**config.mk**
```make
export PLATFORM = sky130hd
export DESIGN_NAME = dab_pwm_gen
export DESIGN_NICKNAME = d
export VERILOG_FILES = /design/src/rtl/dab_pwm_pkg.sv /design/src/rtl/dab_timebase.sv /design/src/rtl/dab_leg.sv /design/src/rtl/dab_fault.sv /design/src/rtl/dab_pwm_gen.sv
export SDC_FILE = /design/constraint.sdc
export NUM_CORES = 1
export LEC_CHECK = 0
export ABC_AREA = 1
export ABC_CLOCK_PERIOD_IN_PS = 16149
export BUFFER_PORTS_ARGS = -buffer_cell sky130_fd_sc_hd__buf_2
export CAP_MARGIN = 20
export CORE_MARGIN = 2
export CORE_UTILIZATION = 69
export DETAILED_ROUTE_END_ITERATION = 12
export GPL_TIMING_DRIVEN = 1
export PLACE_DENSITY = 0.88
export SLEW_MARGIN = 20
export SYNTH_ARGS = -nofsm -noshare
export SYNTH_HDL_FRONTEND = slang
export SYNTH_SLANG_ARGS = --single-unit
```
**constraint.sdc**
```tcl
create_clock -name clk -period 16.15 [get_ports clk]
set_input_delay 4.845 -clock clk [delete_from_list [all_inputs] [get_ports clk]]
set_output_delay 4.845 -clock clk [all_outputs]
set_load 0.005 [all_outputs]
```
**src/rtl/dab_pwm_pkg.sv**
```systemverilog
package dab_pwm_pkg;
  typedef enum logic [1:0] {
    MODE_SINGLE = 2'd0,
    MODE_EXT    = 2'd1,
    MODE_DUAL   = 2'd2,
    MODE_TRIPLE = 2'd3
  } shift_mode_e;

  localparam int NUM_LEGS  = 4;
  localparam int NUM_GATES = 2 * NUM_LEGS;
endpackage

```
**src/rtl/dab_timebase.sv**
```systemverilog
module dab_timebase
  import dab_pwm_pkg::*;
#(
  parameter int CNT_W   = 12,
  parameter int PRD_MIN = 16
) (
  input  logic                              clk,
  input  logic                              rst,
  input  logic                              run,
  input  logic [CNT_W-1:0]                  prd_in,
  input  logic signed [CNT_W-1:0]           outer_in,
  input  logic [CNT_W-1:0]                  inner_pri_in,
  input  logic [CNT_W-1:0]                  inner_sec_in,
  input  shift_mode_e                       mode_in,
  input  logic [CNT_W-1:0]                  dt_in,
  output logic [CNT_W-1:0]                  cnt,
  output logic [CNT_W-1:0]                  prd_a,
  output logic [CNT_W-1:0]                  half_a,
  output logic [CNT_W-1:0]                  dt_a,
  output logic [NUM_LEGS-1:0][CNT_W-1:0]    leg_off
);
  localparam int EW = CNT_W + 1;

  logic [CNT_W-1:0] prd_c, half_c, lim_c, ipr_c, isr_c, ip_c, is_c, dt_c, oc_off_c, sec_off_c;
  logic [EW-1:0]    mag_c, sum_c, red_c;
  logic             wrap, load;

  // Clamp the shadow inputs against the incoming period
  always_comb begin
    prd_c  = (prd_in < CNT_W'(PRD_MIN)) ? CNT_W'(PRD_MIN) : prd_in;
    half_c = prd_c >> 1;
    lim_c  = (prd_c >> 2) - CNT_W'(1);
    mag_c  = outer_in[CNT_W-1] ? (EW'(0) - {outer_in[CNT_W-1], outer_in}) : {1'b0, outer_in};
    if (mag_c > {1'b0, lim_c}) mag_c = {1'b0, lim_c};
    oc_off_c = (outer_in[CNT_W-1] && (mag_c != '0)) ? (prd_c - mag_c[CNT_W-1:0]) : mag_c[CNT_W-1:0];
    ipr_c  = (inner_pri_in > half_c) ? half_c : inner_pri_in;
    isr_c  = (inner_sec_in > half_c) ? half_c : inner_sec_in;
    unique case (mode_in)
      MODE_SINGLE: begin ip_c = '0;    is_c = '0;    end
      MODE_EXT:    begin ip_c = ipr_c; is_c = '0;    end
      MODE_DUAL:   begin ip_c = ipr_c; is_c = ipr_c; end
      default:     begin ip_c = ipr_c; is_c = isr_c; end
    endcase
    dt_c  = (dt_in >= half_c) ? (half_c - CNT_W'(1)) : dt_in;
    sum_c = {1'b0, oc_off_c} + {1'b0, is_c};
    red_c = sum_c - {1'b0, prd_c};
    sec_off_c = (sum_c >= {1'b0, prd_c}) ? red_c[CNT_W-1:0] : sum_c[CNT_W-1:0];
  end

  assign wrap = (cnt == (prd_a - CNT_W'(1)));
  assign load = !run || wrap;

  always_ff @(posedge clk) begin
    if (rst) begin
      cnt     <= '0;
      prd_a   <= CNT_W'(PRD_MIN);
      half_a  <= CNT_W'(PRD_MIN / 2);
      dt_a    <= '0;
      leg_off <= '0;
    end else begin
      if (!run || wrap) cnt <= '0;
      else              cnt <= cnt + CNT_W'(1);
      if (load) begin
        prd_a      <= prd_c;
        half_a     <= half_c;
        dt_a       <= dt_c;
        leg_off[0] <= '0;
        leg_off[1] <= ip_c;
        leg_off[2] <= oc_off_c;
        leg_off[3] <= sec_off_c;
      end
    end
  end

  assert_cnt_in_range_R1: assert property (@(posedge clk) disable iff (rst)
    cnt < prd_a);
  assert_shadow_hold_R7: assert property (@(posedge clk) disable iff (rst)
    (run && !wrap) |=> ($stable(prd_a) && $stable(dt_a) && $stable(leg_off)));
  assert_period_floor_R6: assert property (@(posedge clk) disable iff (rst)
    prd_a >= CNT_W'(PRD_MIN));
  assert_dead_clamp_R8: assert property (@(posedge clk) disable iff (rst)
    dt_a < half_a);
endmodule

```
**src/rtl/dab_leg.sv**
```systemverilog
module dab_leg #(
  parameter int CNT_W  = 12,
  parameter bit INVERT = 1'b0
) (
  input  logic [CNT_W-1:0] cnt,
  input  logic [CNT_W-1:0] off,
  input  logic [CNT_W-1:0] prd,
  input  logic [CNT_W-1:0] half,
  input  logic [CNT_W-1:0] dt,
  output logic             hi_on,
  output logic             lo_on
);
  logic [CNT_W:0]   diff;
  logic [CNT_W-1:0] pos;
  logic             win_a, win_b;

  always_comb begin
    diff  = {1'b0, cnt} - {1'b0, off};
    pos   = diff[CNT_W] ? (diff[CNT_W-1:0] + prd) : diff[CNT_W-1:0];
    win_a = (pos >= dt) && (pos < half);
    win_b = ({1'b0, pos} >= ({1'b0, half} + {1'b0, dt})) && (pos < prd);
  end

  generate
    if (INVERT) begin : g_inv
      assign hi_on = win_b;
      assign lo_on = win_a;
    end else begin : g_dir
      assign hi_on = win_a;
      assign lo_on = win_b;
    end
  endgenerate
endmodule

```
**src/rtl/dab_fault.sv**
```systemverilog
module dab_fault (
  input  logic clk,
  input  logic rst,
  input  logic fault_in,
  input  logic fault_clr,
  output logic latched
);
  always_ff @(posedge clk) begin
    if (rst)            latched <= 1'b0;
    else if (fault_in)  latched <= 1'b1;
    else if (fault_clr) latched <= 1'b0;
  end

  assert_fault_set_R9: assert property (@(posedge clk) disable iff (rst)
    fault_in |=> latched);
  assert_fault_hold_R9: assert property (@(posedge clk) disable iff (rst)
    (latched && !fault_clr) |=> latched);
endmodule

```
**src/rtl/dab_pwm_gen.sv**
```systemverilog
module dab_pwm_gen
  import dab_pwm_pkg::*;
#(
  parameter int CNT_W   = 12,
  parameter int PRD_MIN = 16
) (
  input  logic                    clk,
  input  logic                    rst,
  input  logic                    en,
  input  logic [CNT_W-1:0]        period,
  input  logic signed [CNT_W-1:0] outer_shift,
  input  logic [CNT_W-1:0]        inner_pri,
  input  logic [CNT_W-1:0]        inner_sec,
  input  logic [1:0]              shift_mode,
  input  logic [CNT_W-1:0]        dead_time,
  input  logic                    fault_in,
  input  logic                    fault_clr,
  output logic [NUM_GATES-1:0]    gate,
  output logic                    sync_pulse
);
  logic                           fault_latched, run;
  logic [CNT_W-1:0]               cnt, prd_a, half_a, dt_a;
  logic [NUM_LEGS-1:0][CNT_W-1:0] leg_off;
  logic [NUM_LEGS-1:0]            leg_hi, leg_lo;
  logic [NUM_GATES-1:0]           gate_d, gate_q;
  logic                           sync_q;

  dab_fault u_fault (
    .clk(clk), .rst(rst), .fault_in(fault_in), .fault_clr(fault_clr), .latched(fault_latched)
  );

  assign run = en && !fault_latched && !fault_in;

  dab_timebase #(.CNT_W(CNT_W), .PRD_MIN(PRD_MIN)) u_tb (
    .clk(clk), .rst(rst), .run(run), .prd_in(period), .outer_in(outer_shift),
    .inner_pri_in(inner_pri), .inner_sec_in(inner_sec), .mode_in(shift_mode_e'(shift_mode)),
    .dt_in(dead_time), .cnt(cnt), .prd_a(prd_a), .half_a(half_a), .dt_a(dt_a), .leg_off(leg_off)
  );

  // Legs 0/1 are primary, 2/3 secondary; odd legs carry the mirrored diagonal
  for (genvar g = 0; g < NUM_LEGS; g++) begin : g_leg
    dab_leg #(.CNT_W(CNT_W), .INVERT(g % 2 == 1)) u_leg (
      .cnt(cnt), .off(leg_off[g]), .prd(prd_a), .half(half_a), .dt(dt_a),
      .hi_on(leg_hi[g]), .lo_on(leg_lo[g])
    );
    assign gate_d[2*g]   = leg_hi[g];
    assign gate_d[2*g+1] = leg_lo[g];

    assert_no_shoot_through_R4: assert property (@(posedge clk) disable iff (rst)
      !(gate_q[2*g] && gate_q[2*g+1]));
  end

  always_ff @(posedge clk) begin
    if (rst) begin
      gate_q <= '0;
      sync_q <= 1'b0;
    end else begin
      gate_q <= run ? gate_d : '0;
      sync_q <= run && (cnt == '0);
    end
  end

  assign gate       = gate_q;
  assign sync_pulse = sync_q;

  assert_fault_blank_R9: assert property (@(posedge clk) disable iff (rst)
    (fault_in || fault_latched) |=> (gate_q == '0));
  assert_disable_blank_R10: assert property (@(posedge clk) disable iff (rst)
    !en |=> ((gate_q == '0) && !sync_q));
  assert_sync_single_R1: assert property (@(posedge clk) disable iff (rst)
    sync_q |=> !sync_q);
endmodule

```
==> results list <==
* Status: complete, no violations
- Synthesis instantiated 58 different standard cells from the library.
* CORE AREA: 0.0219 mm^2
- The routed design could run at a clock period as short as 12.54 ns.
- Total track usage: 43.1%
- Routability-driven placement finished with a final weighted congestion of 1.04.
* Sequential area share after synthesis: 10.7%
* Floorplan die area: 0.0235 mm^2
- The final-report hold violation count is 0.
- Once the floorplan was initialized, standard cells occupied 70.3% of the core.
- Fill count: 1794
- Summed instance area of the synthesized netlist: 0.0154 mm^2
- Via total after detailed routing: 16653
- Relative to the synthesized area, the layout overhead comes to 5.61%.
- In the routed design, unresolved DRC markers number 0.
* First-pass GRT wire length: 81300 um
- The floorplan step set the die height to 153 um.
- TritonCTS clock tree: built
- The worst pin sits at a relative slew slack of 32.8%.
- Pins over their slew limit: 0
- The worst setup path is launched from an input port.
* Share of the cycle needed by the critical path after routing: 77.6%
- Post-CTS setup buffers: 0
- Drt total wl: 51900 um
- TritonRoute pass-1 iters: 6
- Number of buffers inserted by hold repair at cts: 0
- On the worst path, the slowest cell contributes a delay of 0.43 ns.
- The tool flagged a number of max-cap violations equal to 0.
* Boundary Pins: 76
- By startpoint and endpoint, the worst setup path is classified as in -> reg.
* Antenna violations before repair: 1
- Using the TritonRoute via totals, the vias-per-cell ratio works out to 6.30.
* Number of buffers inserted during clock tree synthesis: 9
- The post-route netlist has 6.78% of its cells at a drive strength greater than 1.
* Unrepaired setup endpoints after global routing: false
- For this run, the share of the core covered by cells in the final layout is 74.3%.
- In this run the worst path has a maximum fanout of 15.
- Clock root buffer: sky130_fd_sc_hd__clkbuf_16
- Across the VDD grid, the largest voltage drop is 0.127 mV.
* Number of setup violations in the final report: 0
* DRT antenna net count: 0
* Site Rows: 54
- The clock passes through at most 2 buffers.
* Critical path data arrival time: 12.78 ns
- Clock latency on the worst-skew pair: 0.37 ns
- Register area: 0.00164 mm^2
- Clock tree sinks: 82
* Number of global-route vias before repair: 16060
- Between clock sinks in the finished design, the worst skew comes to 0.0169 ns.
- For the final routed database, the setup TNS stands at 0 ns.
- Worst-path cell with the longest stage delay: sky130_fd_sc_hd__fa_1
- For the worst setup path, the data required time is 16.40 ns.
- The multi-input combinational cells in the finished layout cover a total of 0.0124 mm^2.
- Summed over all layers, the global routing overflow is 0.
* Post-synthesis async set-or-reset flop share: 0%
* Pin count of the biggest net entering global routing: 38
- The Yosys step of the flow raised 0 warnings.
- The die is 153 um wide.
- Synthesized area per cell: 6.67 um^2
- Max frequency: 79.8 MHz
- The cell that appears most often on the critical path is sky130_fd_sc_hd__nand2_1.
- Worst Tran Pin Value: 0.983 ns
* Number of standard cells after synthesis: 2307
- Iteration-0 DRC count of the detailed router: 1607
- Dividing the detail-routed wire length by the instance count gives 19.6 um.
* H-tree depth: 3
- Detailed placement finished with a half-perimeter wire length of 42200 um.
- Synthesis inferred 82 register bits.
- Post-CTS clock slew at the launch and capture registers of the worst setup and hold paths: 0.08 ns
- In this run the static leakage power is 8.47 nW.
* Class of the tightest hold or removal check: reg -> reg
- Number of I/O port buffers: 75
* Ys flop type: sky130_fd_sc_hd__dfxtp_1
- Post-synth EDFFs: 0
- Power density cells: 148 mW/mm^2
* Post-CTS resize count: 0
* Most used cells in the layout excluding fill and tap cells: 481 x sky130_fd_sc_hd__nand2_1, 347 x sky130_fd_sc_hd__ha_1, 294 x sky130_fd_sc_hd__inv_1
- Endpoint class of the critical path: flop
- Minimum setup slack among reg-to-reg paths: 10.76 ns
- Most common cell after layout, fill and taps aside: sky130_fd_sc_hd__nand2_1
- Fin nets: 2780
[state kept, by name, indices dropped and copies added, names as in the netlist]
name             flops
u_tb.dt_a           12
u_fault.latched      1
u_tb.cnt            12
u_tb.leg_off        36
gate                 8
u_tb.prd_a          12
sync_pulse           1
[synthesized netlist by cell type, types with 12 or more instances]
master / count / area (um^2)
sky130_fd_sc_hd__nand3_1: 115 / 576
sky130_fd_sc_hd__inv_1: 294 / 1100
sky130_fd_sc_hd__xnor2_1: 38 / 333
sky130_fd_sc_hd__ha_1: 347 / 4340
sky130_fd_sc_hd__nor2_1: 161 / 604
sky130_fd_sc_hd__xor2_1: 77 / 674
sky130_fd_sc_hd__clkbuf_1: 23 / 86.3
sky130_fd_sc_hd__dfxtp_1: 82 / 1640
sky130_fd_sc_hd__nand4_1: 37 / 231
sky130_fd_sc_hd__nor3_1: 27 / 135
sky130_fd_sc_hd__o21ai_0: 176 / 881
sky130_fd_sc_hd__a21o_1: 14 / 105
sky130_fd_sc_hd__nand2_1: 481 / 1810
sky130_fd_sc_hd__a31oi_1: 15 / 93.8
sky130_fd_sc_hd__a21oi_1: 215 / 1080
sky130_fd_sc_hd__nand3_2: 12 / 120
sky130_fd_sc_hd__buf_2: 13 / 65.1
[path summary, 6_finish.rpt]
kind | startpoint | end | cells past startpoint
max | period[6] | u_tb.leg_off[44] | 46
min | u_tb.leg_off[23] | u_tb.leg_off[23] | 2
min reg2reg | u_tb.leg_off[23] | u_tb.leg_off[23] | 2
max reg2reg | u_tb.cnt[0] | gate[7] | 24
[per-layer routing]
| metal | part of all wire (%) | GRT usage (%) | vias to the layer above |
|---|---|---|---|
| li1 | - | - | 7939 |
| met1 | 38 | 49.9 | 7466 |
| met2 | 45 | 72.6 | 930 |
| met3 | 9.3 | 7.91 | 318 |
| met4 | 7.9 | 28.6 | 0 |
| met5 | 0 | 0 | - |
[per-stage QoR]
stage          instance area (um^2)  worst slack, ns  instances  hold WS (ns)  power [W]
5_1_grt                       16300             2.87       2641         0.483    0.00262
2_1_floorplan                 15400             4.94       2308         0.420    0.00164
6_report                      16300             3.61       2642         0.464    0.00240
3_3_place_gp                  15900             3.60       2625         0.430    0.00199
4_1_cts                       16300             3.72       2641         0.458    0.00233
3_5_place_dp                  15900             3.36       2625         0.448    0.00210
[final cells by class]
cell class	count	area share, %
flip-flops and latches	82	10.1
clock inverters	7	0.516
diodes	1	0.0154
well taps	280	2.15
clock buffers	9	1.39
multi-input cells	1883	76.4
repair buffers	78	2.45
inverters	302	6.99
[cells by family after synthesis]
kind of cell	Yosys count	synth area share (%)
compound gates	511	18.6
xor+xnor	115	6.54
fa+ha+maj	357	29.5
buf+inv	343	8.68
flops	82	10.7
other cells	2	0.0488
simple gates	897	25.9
[power breakdown]
part	leakage, nW	switching (W)	internal, W
clock network	0.154	0.000106	0.000123
registers	0.676	0.0000254	0.000229
logic	7.64	0.00121	0.000708
[critical path: cells and delay by family]
family          cells  cell delay, ns
simple gates       22            2.96
buf+inv             8            1.17
fa+ha+maj           6            1.96
xor+xnor            2            0.34
compound gates      8            1.49
(Power assumes the default switching activity.)
